## src/rtl/psr_pkg.sv

```systemverilog
package psr_pkg;
  typedef enum logic [1:0] {
    OP_HOLD = 2'b00,
    OP_LOAD = 2'b01,
    OP_SHR  = 2'b10,
    OP_SHL  = 2'b11
  } psr_op_e;
endpackage

```

## src/rtl/psr_prio_enc.sv

```systemverilog
module psr_prio_enc
  import psr_pkg::*;
(
  input  logic    load_req,
  input  logic    rsh_req,
  input  logic    lsh_req,
  output psr_op_e op
);
  logic s0, s1;

  // low bit: load, or a lone left shift request
  assign s0 = load_req | (~load_req & ~rsh_req & lsh_req);
  // high bit: any shift request that is not overridden by load
  assign s1 = ~load_req & (rsh_req | lsh_req);

  assign op = psr_op_e'({s1, s0});
endmodule

```

## src/rtl/psr_bit_cell.sv

```systemverilog
module psr_bit_cell
  import psr_pkg::*;
(
  input  logic    clk,
  input  logic    rst,
  input  logic    clr,
  input  psr_op_e op,
  input  logic    par_bit,
  input  logic    hi_bit,
  input  logic    lo_bit,
  output logic    q
);
  logic nxt;

  always_comb begin
    unique case (op)
      OP_LOAD: nxt = par_bit;
      OP_SHR:  nxt = hi_bit;
      OP_SHL:  nxt = lo_bit;
      default: nxt = q;
    endcase
  end

  always_ff @(posedge clk) begin
    if (rst || clr) q <= 1'b0;
    else            q <= nxt;
  end
endmodule

```

## src/rtl/prio_shift_reg.sv

```systemverilog
module prio_shift_reg
  import psr_pkg::*;
#(
  parameter int W = 4
) (
  input  logic         clk,
  input  logic         rst,
  input  logic         clr,
  input  logic         load_req,
  input  logic         rsh_req,
  input  logic         lsh_req,
  input  logic [W-1:0] din,
  input  logic         rsh_in,
  input  logic         lsh_in,
  output logic [W-1:0] q,
  output logic [1:0]   opc
);
  localparam int MSB = W - 1;

  psr_op_e      op_w;
  logic [W-1:0] hi_src;
  logic [W-1:0] lo_src;

  psr_prio_enc u_enc (
    .load_req (load_req),
    .rsh_req  (rsh_req),
    .lsh_req  (lsh_req),
    .op       (op_w)
  );

  assign opc = op_w;

  for (genvar i = 0; i < W; i++) begin : g_bit
    if (i == MSB) begin : g_top
      assign hi_src[i] = rsh_in;
    end else begin : g_mid_hi
      assign hi_src[i] = q[i+1];
    end
    if (i == 0) begin : g_bot
      assign lo_src[i] = lsh_in;
    end else begin : g_mid_lo
      assign lo_src[i] = q[i-1];
    end

    psr_bit_cell u_cell (
      .clk     (clk),
      .rst     (rst),
      .clr     (clr),
      .op      (op_w),
      .par_bit (din[i]),
      .hi_bit  (hi_src[i]),
      .lo_bit  (lo_src[i]),
      .q       (q[i])
    );
  end


  load_wins_chk: assert property (@(posedge clk) disable iff (rst)
    load_req |-> opc == 2'b01);


  clr_zero_chk: assert property (@(posedge clk) disable iff (rst)
    clr |=> q == '0);


  hold_keep_chk: assert property (@(posedge clk) disable iff (rst)
    (!clr && opc == 2'b00) |=> $stable(q));


  load_take_chk: assert property (@(posedge clk) disable iff (rst)
    (!clr && opc == 2'b01) |=> q == $past(din));


  shr_move_chk: assert property (@(posedge clk) disable iff (rst)
    (!clr && opc == 2'b10) |=> q == {$past(rsh_in), $past(q[W-1:1])});


  shl_move_chk: assert property (@(posedge clk) disable iff (rst)
    (!clr && opc == 2'b11) |=> q == {$past(q[W-2:0]), $past(lsh_in)});
endmodule

```

## config.mk

```make
export PLATFORM = sky130hd
export DESIGN_NAME = prio_shift_reg
export DESIGN_NICKNAME = d
export VERILOG_FILES = /design/src/rtl/psr_pkg.sv /design/src/rtl/psr_prio_enc.sv /design/src/rtl/psr_bit_cell.sv /design/src/rtl/prio_shift_reg.sv
export SDC_FILE = /design/constraint.sdc
export NUM_CORES = 1
export LEC_CHECK = 0
export BUFFER_PORTS_ARGS = -buffer_cell sky130_fd_sc_hd__buf_2
export CAP_MARGIN = 20
export CELL_PAD_IN_SITES_DETAIL_PLACEMENT = 0
export CELL_PAD_IN_SITES_GLOBAL_PLACEMENT = 1
export CORE_AREA = 3 3 40 42
export DETAILED_ROUTE_END_ITERATION = 6
export DIE_AREA = 0 0 43 45
export PLACE_DENSITY_LB_ADDON = 0.15
export SYNTH_ARGS = -nofsm -noshare
export SYNTH_HDL_FRONTEND = slang
export SYNTH_HIERARCHICAL = 1
export SYNTH_SLANG_ARGS = --single-unit
```

## constraint.sdc

```tcl
create_clock -name clk -period 1.3 [get_ports clk]
set_input_delay 0.26 -clock clk [delete_from_list [all_inputs] [get_ports clk]]
set_output_delay 0.26 -clock clk [all_outputs]
set_load 0.01 [all_outputs]
```

==> results of run 1 <==
worst max-delay path, delay by kind of cell:
kind          cells  cell delay, ns
mux               1            0.49
simple gates      3            0.27
buf+inv           2            0.25
synthesized netlist by cell type:
cell type | count | area share (%)
nor3b_1 | 4 | 13
mux4_2 | 4 | 39
inv_1 | 1 | 1.6
buf_4 | 2 | 6.4
a21o_1 | 1 | 3.2
dfxtp_1 | 4 | 34
nor2_1 | 2 | 3.2
stage by stage:
step | util (%) | cells
global placement | 25.71 | 49
finish | 27.46 | 52
detailed placement | 25.71 | 49
global route | 27.46 | 52
floorplan | - | 18
CTS | 27.46 | 52
where the power goes:
| part | leakage [nW] | internal, mW | switching (mW) |
|---|---|---|---|
| clock | 0.0138 | 0.103 | 0.0487 |
| sequential | 0.0326 | 0.128 | 0.00422 |
| combinational | 0.124 | 0.0456 | 0.0281 |
path summary, 6_finish.rpt:
kind / from / end / slack [ns] / depth (start not counted)
worst min-delay path: rst / g_bit[3].u_cell/q$_SDFFE_PP0P_ / 0.24 / 2
worst min register to register: g_bit[3].u_cell/q$_SDFFE_PP0P_ / g_bit[3].u_cell/q$_SDFFE_PP0P_ / 0.79 / 2
worst max register to register: g_bit[1].u_cell/q$_SDFFE_PP0P_ / g_bit[2].u_cell/q$_SDFFE_PP0P_ / 0.25 / 2
worst max-delay path: rsh_req / g_bit[2].u_cell/q$_SDFFE_PP0P_ / 0.15 / 6
kinds of logic (layout without fill, tap and decap cells):
logic type,count (synthesis),after routing,synth area share [%]
AO/OA/AOI/OAI,1,1,3.210
buffers and inverters,3,22,8.018
flip-flops,4,4,34.23
multiplexers,4,4,38.50
AND/OR/NAND/NOR,6,6,16.04
layout make-up:
type                    instances  area, sq um
repair buffers                 18        92.59
inverters                       1        3.754
fillers                       146        932.1
multi-input cells              11        135.1
flip-flops and latches          4        80.08
clock buffers                   3        22.52
well taps                      15        18.77
metal layers:
layer	share of wire, %	vias up	wire length, um
met3	7.8	2	49
met2	45	14	284
met5	0	-	0
met4	1.9	0	12
li1	-	107	-
met1	45	101	284
==> impl_results.md, run 1 <==
* Sequential area share after synthesis at 34.22%
* Worst min path class: primary input to flip-flop
* Clk_lat worst skew at ~0.23 ns
* CP arrival at 1.27 ns
* Post_cts resized at 0
* Final HPWL DP at slightly above 500 um
* Pwr per Cell Area at between 1000 and 1500 mW/mm^2
* Avg Synthesized Cell Area at ~13 sq um
* Fmax at 872.3 MHz
* Syn_nets at 30
* CP max FO at 5
* Largest net degree at the start of global routing at 6
* Most frequent cells in the layout: buf_2, mux4_2, nor3b_1, dfxtp_1, clkbuf_4
* Routed vias/inst at ~4.3
* Iter 0 DRT Violations at 4
* # Post-CTS Setup Buffers at 0
* Setup ws final at 0.1536 ns
* Global Route met1 Usage at approximately 10%
* Setup CP Type: primary input to flip-flop
* GRT Overall Usage at 9.464%
* Nets at a little over 50
* Crit path top cell by count: nor2_1
* Final Critical Period at 1.146 ns
* Max H-tree Level at 1
* Port Buffers at 17
* DRC Markers at 0
* P&R area growth vs syn at 50.80%
* Yosys warnings at 6
* Final wirelength at approximately 630 um
* CTS tree: yes
* Initial antenna violation count at 0
* Cells after Synth at 18
* Design Area, Final at roughly 350 sq um
* Total of max-cap violations at 0
* M2 GR Usage at a little over an eighth
* Final setup viols at 0
* Clock slew at the register clock pins of the worst setup and hold paths at roughly 0.040 ns
* TritonCTS buffer count at 3
* Peak supply drop at about 440 uV
* Busiest layer in global routing: met2
* Startpoint Class: primary input
* Vias in the first global route at between 200 and 300
* Synthesized cell area at around 230 sq um
* CTS Root Cell: clkbuf_4
* Met3 track utilization from global routing at ~3.6%
* Via count at 224
* Io pins at 18
* Worst path max stage delay at 0.49 ns
* Total Power at between 0.3 and 0.4 mW
* Synth cell types at 7
* Worst-Margin Slew at approximately 0.19 ns
* Hold-fix buffers at CTS at 0
* Gpl congestion at between 0.6 and 0.7
* Die height at 45 um
* Most common cell after layout, fill and taps aside: buf_2
* CORE AREA at roughly 0.0013 sq mm
* Clock Skew at about 0.0035 ns
* Drt first pass iters at 2
* Cell Area, Placed at about 330 sq um
* Drt wl/cell at between 10 and 15 um
* Starting Density at 18.21%
* Status: complete, no violations
* CP Capture Type: flip-flop
* CTS Buffer Depth at 2
* RSZ-0062 raised after global routing: no
* Biggest regs: g_bit.u_cell/q: 4 flops
* Global route overflow at 0
* Cell Rows at 13
* Pins Over Slew Limit at 0
* Most flop-heavy register: g_bit.u_cell/q
* FF+latch count, synth at 4
* DP Worst Slack at -0.1031 ns
* Post-DRT Antenna Nets at 0
* First-pass GRT wire length at around 1.2 mm
* Final Hold Viols at 0
* Number of diodes at 0
* Die Wd at 43 um
* Layout cells sized above 1 at just under 70%
* Setup TNS at 0 ns
* Sink Count at 4
* Hold WS at 0.2431 ns
* CP max stage cell: mux4_2
* Final period util at between 80% and 90%
* Leak Pwr at 0.1700 nW
* Max reg flops at 4
* Worst-path cell chain: buf_2 > nor2_1 > nor2_1 > buf_4 > mux4_2 > nor3b_1
* Max_slew headroom at just under 90%
* Data required, critical path at between 1 and 1.5 ns
* DIE AREA at 0.001935 sq mm
Note: power is estimated with default switching activity, not from simulation.
==> run 2, diff against run 1 <==
--- a/constraint.sdc
+++ b/constraint.sdc
@@ -3,2 +3,2 @@
 set_output_delay 0.26 -clock clk [all_outputs]
-set_load 0.01 [all_outputs]
+set_load 0.1 [all_outputs]
==> impl_results.md, run 2 (synthesis results as in run 1) <==
* Status: complete, no violations
* Drt wl/cell at approximately 11 um
* CP max FO at 5
* Largest net degree at the start of global routing at 6
* Data required, critical path at ~1.0 ns
* Final Hold Viols at 0
* Drt first pass iters at 4
* Total Power at 0.4656 mW
* Worst min path class: primary input to flip-flop
* CP Capture Type: output port
* Most common cell after layout, fill and taps aside: buf_2
* TritonCTS buffer count at 3
* Post_cts resized at 0
* Clock slew at the register clock pins of the worst setup and hold paths at approximately 0.040 ns
* Pins Over Slew Limit at 0
* Most frequent cells in the layout: buf_2, buf_12, mux4_2, dfxtp_2
* Die Wd at ~43 um
* First-pass GRT wire length at around 1.0 mm
* CP max stage cell: a21o_1
* Iter 0 DRT Violations at 3
* Final Critical Period at ~1.2 ns
* Hold-fix buffers at CTS at 0
* Max_slew headroom at between 80% and 90%
* Number of diodes at 0
* Startpoint Class: primary input
* Finished Layout Cells at between 50 and 60
* Vias in the first global route at around 260
* CTS Root Cell: clkbuf_4
* Biggest regs: g_bit.u_cell/q: 4 flops
* CTS Buffer Depth at 2
* Global route overflow at 0
* Clock Skew at between 0.0005 and 0.0006 ns
* Nets at 52
* CORE AREA at roughly 0.0013 sq mm
* Sink Count at 4
* Max H-tree Level at 1
* Worst-path cell chain: buf_2 > inv_1 > a21o_1 > buf_4 > buf_12
* Gpl congestion at between 0.6 and 0.7
* Most flop-heavy register: g_bit.u_cell/q
* Cell Rows at 13
* Post-DRT Antenna Nets at 0
* Fillers at approximately 130
* GRT Overall Usage at under 10%
* Fmax at 824.2 MHz
* Final wirelength at between 500 and 600 um
* Hold WS at 0.2337 ns
* Worst path max stage delay at around 0.21 ns
* Port Buffers at 17
* Worst-Margin Slew at ~0.20 ns
* Total of max-cap violations at 0
* Final HPWL DP at a little under 500 um
* Leak Pwr at 0.2029 nW
* P&R area growth vs syn at 103.2%
* CP arrival at 0.95 ns
* Max reg flops at 4
* DRC Markers at 0
* Die height at between 40 and 50 um
* Dpl cells at 50
* Register area at 85.08 sq um
* Routed vias/inst at ~4.1
* Clk_lat worst skew at ~0.23 ns
* Via count at about 220
* Starting Density at a little under a fifth
* Setup CP Type: primary input to output port
* Initial antenna violation count at 0
* # Post-CTS Setup Buffers at 0
* CTS tree: yes
* Multi-input combinational cell area at between 150 and 200 sq um
* Final setup viols at 0
* Layout cells sized above 1 at between 80% and 90%
* DIE AREA at slightly below 0.002 sq mm
* RSZ-0062 raised after global routing: no
* Pwr per Cell Area at roughly 980 mW/mm^2
* Io pins at 18
* Final period util at between 90% and 100%
* Peak supply drop at between 200 and 250 uV
## run 2: final cells by class
type,instances,share of cell area [%]
multi-input combinational,11,32.63
inverter,1,0.7895
clock buffer,3,4.737
tap,15,3.947
timing repair buffer,19,40.00
sequential,4,17.89
## run 2: path summary, 6_finish.rpt
check | startpoint | end | depth (start not counted) | slack, ns
hold reg to reg | g_bit[0].u_cell/q$_SDFFE_PP0P_ | g_bit[0].u_cell/q$_SDFFE_PP0P_ | 2 | 0.75
hold / removal | rst | g_bit[0].u_cell/q$_SDFFE_PP0P_ | 2 | 0.23
setup reg to reg | g_bit[1].u_cell/q$_SDFFE_PP0P_ | g_bit[2].u_cell/q$_SDFFE_PP0P_ | 2 | 0.25
setup / recovery | rsh_req | opc[0] | 5 | 0.09
## run 2: critical path, delay by kind of cell
kind / cells / cell delay, ns
buffers and inverters: 4 / 0.49
AOI/OAI and AO/OA: 1 / 0.21
## run 2: layer usage
metal | up-vias | GRT usage [%] | wire, um
li1 | 109 | - | -
met1 | 96 | 8.354 | 227
met5 | - | 0 | 0
met3 | 0 | 1.594 | 54
met2 | 12 | 11.08 | 301
met4 | 0 | 9.036 | 0
## run 2: stage by stage
stage / utilization [%] / setup WS (ns) / cell area [sq um] / setup TNS [ns]
6_report: 37.00 / 0.08673 / 475.5 / 0
4_1_cts: 37.00 / 0.07077 / 475.5 / 0
3_3_place_gp: 35.25 / -0.09633 / 452.9 / -0.3255
5_1_grt: 37.00 / 0.01628 / 475.5 / 0
2_1_floorplan: - / -0.04973 / 271.5 / -0.1567
3_5_place_dp: 35.25 / -0.1046 / 452.9 / -0.3738
## run 2: report_power, final
group	switching, mW	internal [mW]	total [mW]
sequential	0.00665	0.129	0.136
combinational	0.0953	0.0785	0.174
clock	0.0524	0.103	0.156
==> run 3, diff against run 2 <==
==> constraint.sdc (replaced) <==
create_clock -name clk -period 1.3 [get_ports clk]
set_input_delay 0.065 -clock clk [delete_from_list [all_inputs] [get_ports clk]]
set_output_delay 0.065 -clock clk [all_outputs]
set_load 0.1 [all_outputs]
==> impl_results.md, run 3 (synthesis results as in run 1) <==
* Pwr per Cell Area at ~1200 mW/mm^2
* DIE AREA at between 0.0015 and 0.002 sq mm
* Total of max-cap violations at 0
* Worst-Margin Slew at 0.4905 ns
* Setup TNS at 0 ns
* Final period util at 82.59%
* CTS Buffer Depth at 2
* Iter 0 DRT Violations at 3
* Number of diodes at 0
* Fillers at 145
* Critical path depth at 1
* R2R depth at 2
* CP max stage cell: buf_2
* DP Worst Slack at about 0.069 ns
* Setup CP Type: flip-flop to output port
* Hold-fix buffers at CTS at 0
* Biggest regs: g_bit.u_cell/q: 4 flops
* Initial antenna violation count at 0
* Finished Layout Cells at 52
* # Post-CTS Setup Buffers at 0
* Final setup viols at 0
* Final HPWL DP at 548.7 um
* Final Hold Viols at 0
* Clock slew at the register clock pins of the worst setup and hold paths at around 0.040 ns
* Cell Rows at 13
* Drt wl/cell at between 10 and 15 um
* Die Wd at between 40 and 50 um
* RSZ-0062 raised after global routing: no
* Global route overflow at 0
* Dpl cells at between 40 and 50
* Clk_lat worst skew at 0.23 ns
* Largest net degree at the start of global routing at 6
* CTS Root Cell: clkbuf_4
* Worst min path class: primary input to flip-flop
* CP Capture Type: output port
* Design Area, Final at 372.9 sq um
* Drt first pass iters at 2
* Startpoint Class: flip-flop
* CTS tree: yes
* First-pass GRT wire length at roughly 1.1 mm
* Hold WS at 0.03314 ns
* Post-DRT Antenna Nets at 0
* Crit-path leading delay family: buffers and inverters
* Port Buffers at 17
* Post_cts resized at 0
* Die height at roughly 45 um
* Layout cells sized above 1 at 78.38%
* CORE AREA at between 0.001 and 0.0015 sq mm
* CP Buf/Inv Count at 1
* P&R area growth vs syn at 59.36%
* Max H-tree Level at 1
* Io pins at 18
* Starting Density at a little under a fifth
* Nets at 51
* Leak Pwr at approximately 0.18 nW
* Most common cell after layout, fill and taps aside: buf_2
* Most flop-heavy register: g_bit.u_cell/q
* Sink Count at 4
* Peak supply drop at ~560 uV
* CP arrival at ~1.0 ns
* TritonCTS buffer count at 3
* Setup ws final at 0.2264 ns
* Routed vias/inst at 4.404
* Vias in the first global route at roughly 260
* Final Critical Period at about 1.1 ns
* DRC Markers at 0
* Final wirelength at ~660 um
* Via count at between 200 and 250
* Worst-path cell chain: buf_2
* GRT Overall Usage at 8.466%
* CP max FO at 4
* Pins Over Slew Limit at 0
* Cell Area, Placed at between 300 and 400 sq um
* Most frequent cells in the layout: buf_2, mux4_2, nor3b_1, dfxtp_2, clkbuf_4
* Fmax at 931.4 MHz
* Total Power at 0.4311 mW
* Clock Skew at around 0.0020 ns
* Status: complete, no violations
* Gpl congestion at 0.6495
* Data required, critical path at 1.24 ns
* Worst path max stage delay at ~0.43 ns
* Max reg flops at 4
* Final Util at between 20% and 30%
* Max_slew headroom at 67.53%
* Worst Hold Depth at 2
-- run 3: power by group --
group,switching [mW],internal [mW]
logic,0.0919,0.0520
registers,0.00406,0.129
clock network,0.0505,0.103
total,0.146,0.285
-- run 3: worst paths after layout --
kind	startpoint	endpoint	slack, ns
min reg2reg	g_bit[3].u_cell/q$_SDFFE_PP0P_	g_bit[2].u_cell/q$_SDFFE_PP0P_	0.76
max	g_bit[1].u_cell/q$_SDFFE_PP0P_	q[1]	0.23
max reg2reg	g_bit[2].u_cell/q$_SDFFE_PP0P_	g_bit[3].u_cell/q$_SDFFE_PP0P_	0.25
min	clr	g_bit[2].u_cell/q$_SDFFE_PP0P_	0.03
-- run 3: layout make-up --
| cell class | instances | area (sq um) | area share, % |
|---|---|---|---|
| clock buffers | 3 | 22.52 | 6.040 |
| inverters | 1 | 3.754 | 1.007 |
| multi-input cells | 11 | 135.1 | 36.24 |
| flip-flops and latches | 4 | 85.08 | 22.82 |
| well taps | 15 | 18.77 | 5.034 |
| repair buffers | 18 | 107.6 | 28.86 |
-- run 3: layer usage --
layer | GRT usage [%] | part of all wire [%] | vias to the layer above
met5 | 0 | 0 | -
met4 | 5.422 | 1.8 | 0
met3 | 5.976 | 11 | 2
met2 | 10.78 | 46 | 14
met1 | 10.07 | 41 | 106
li1 | - | - | 107
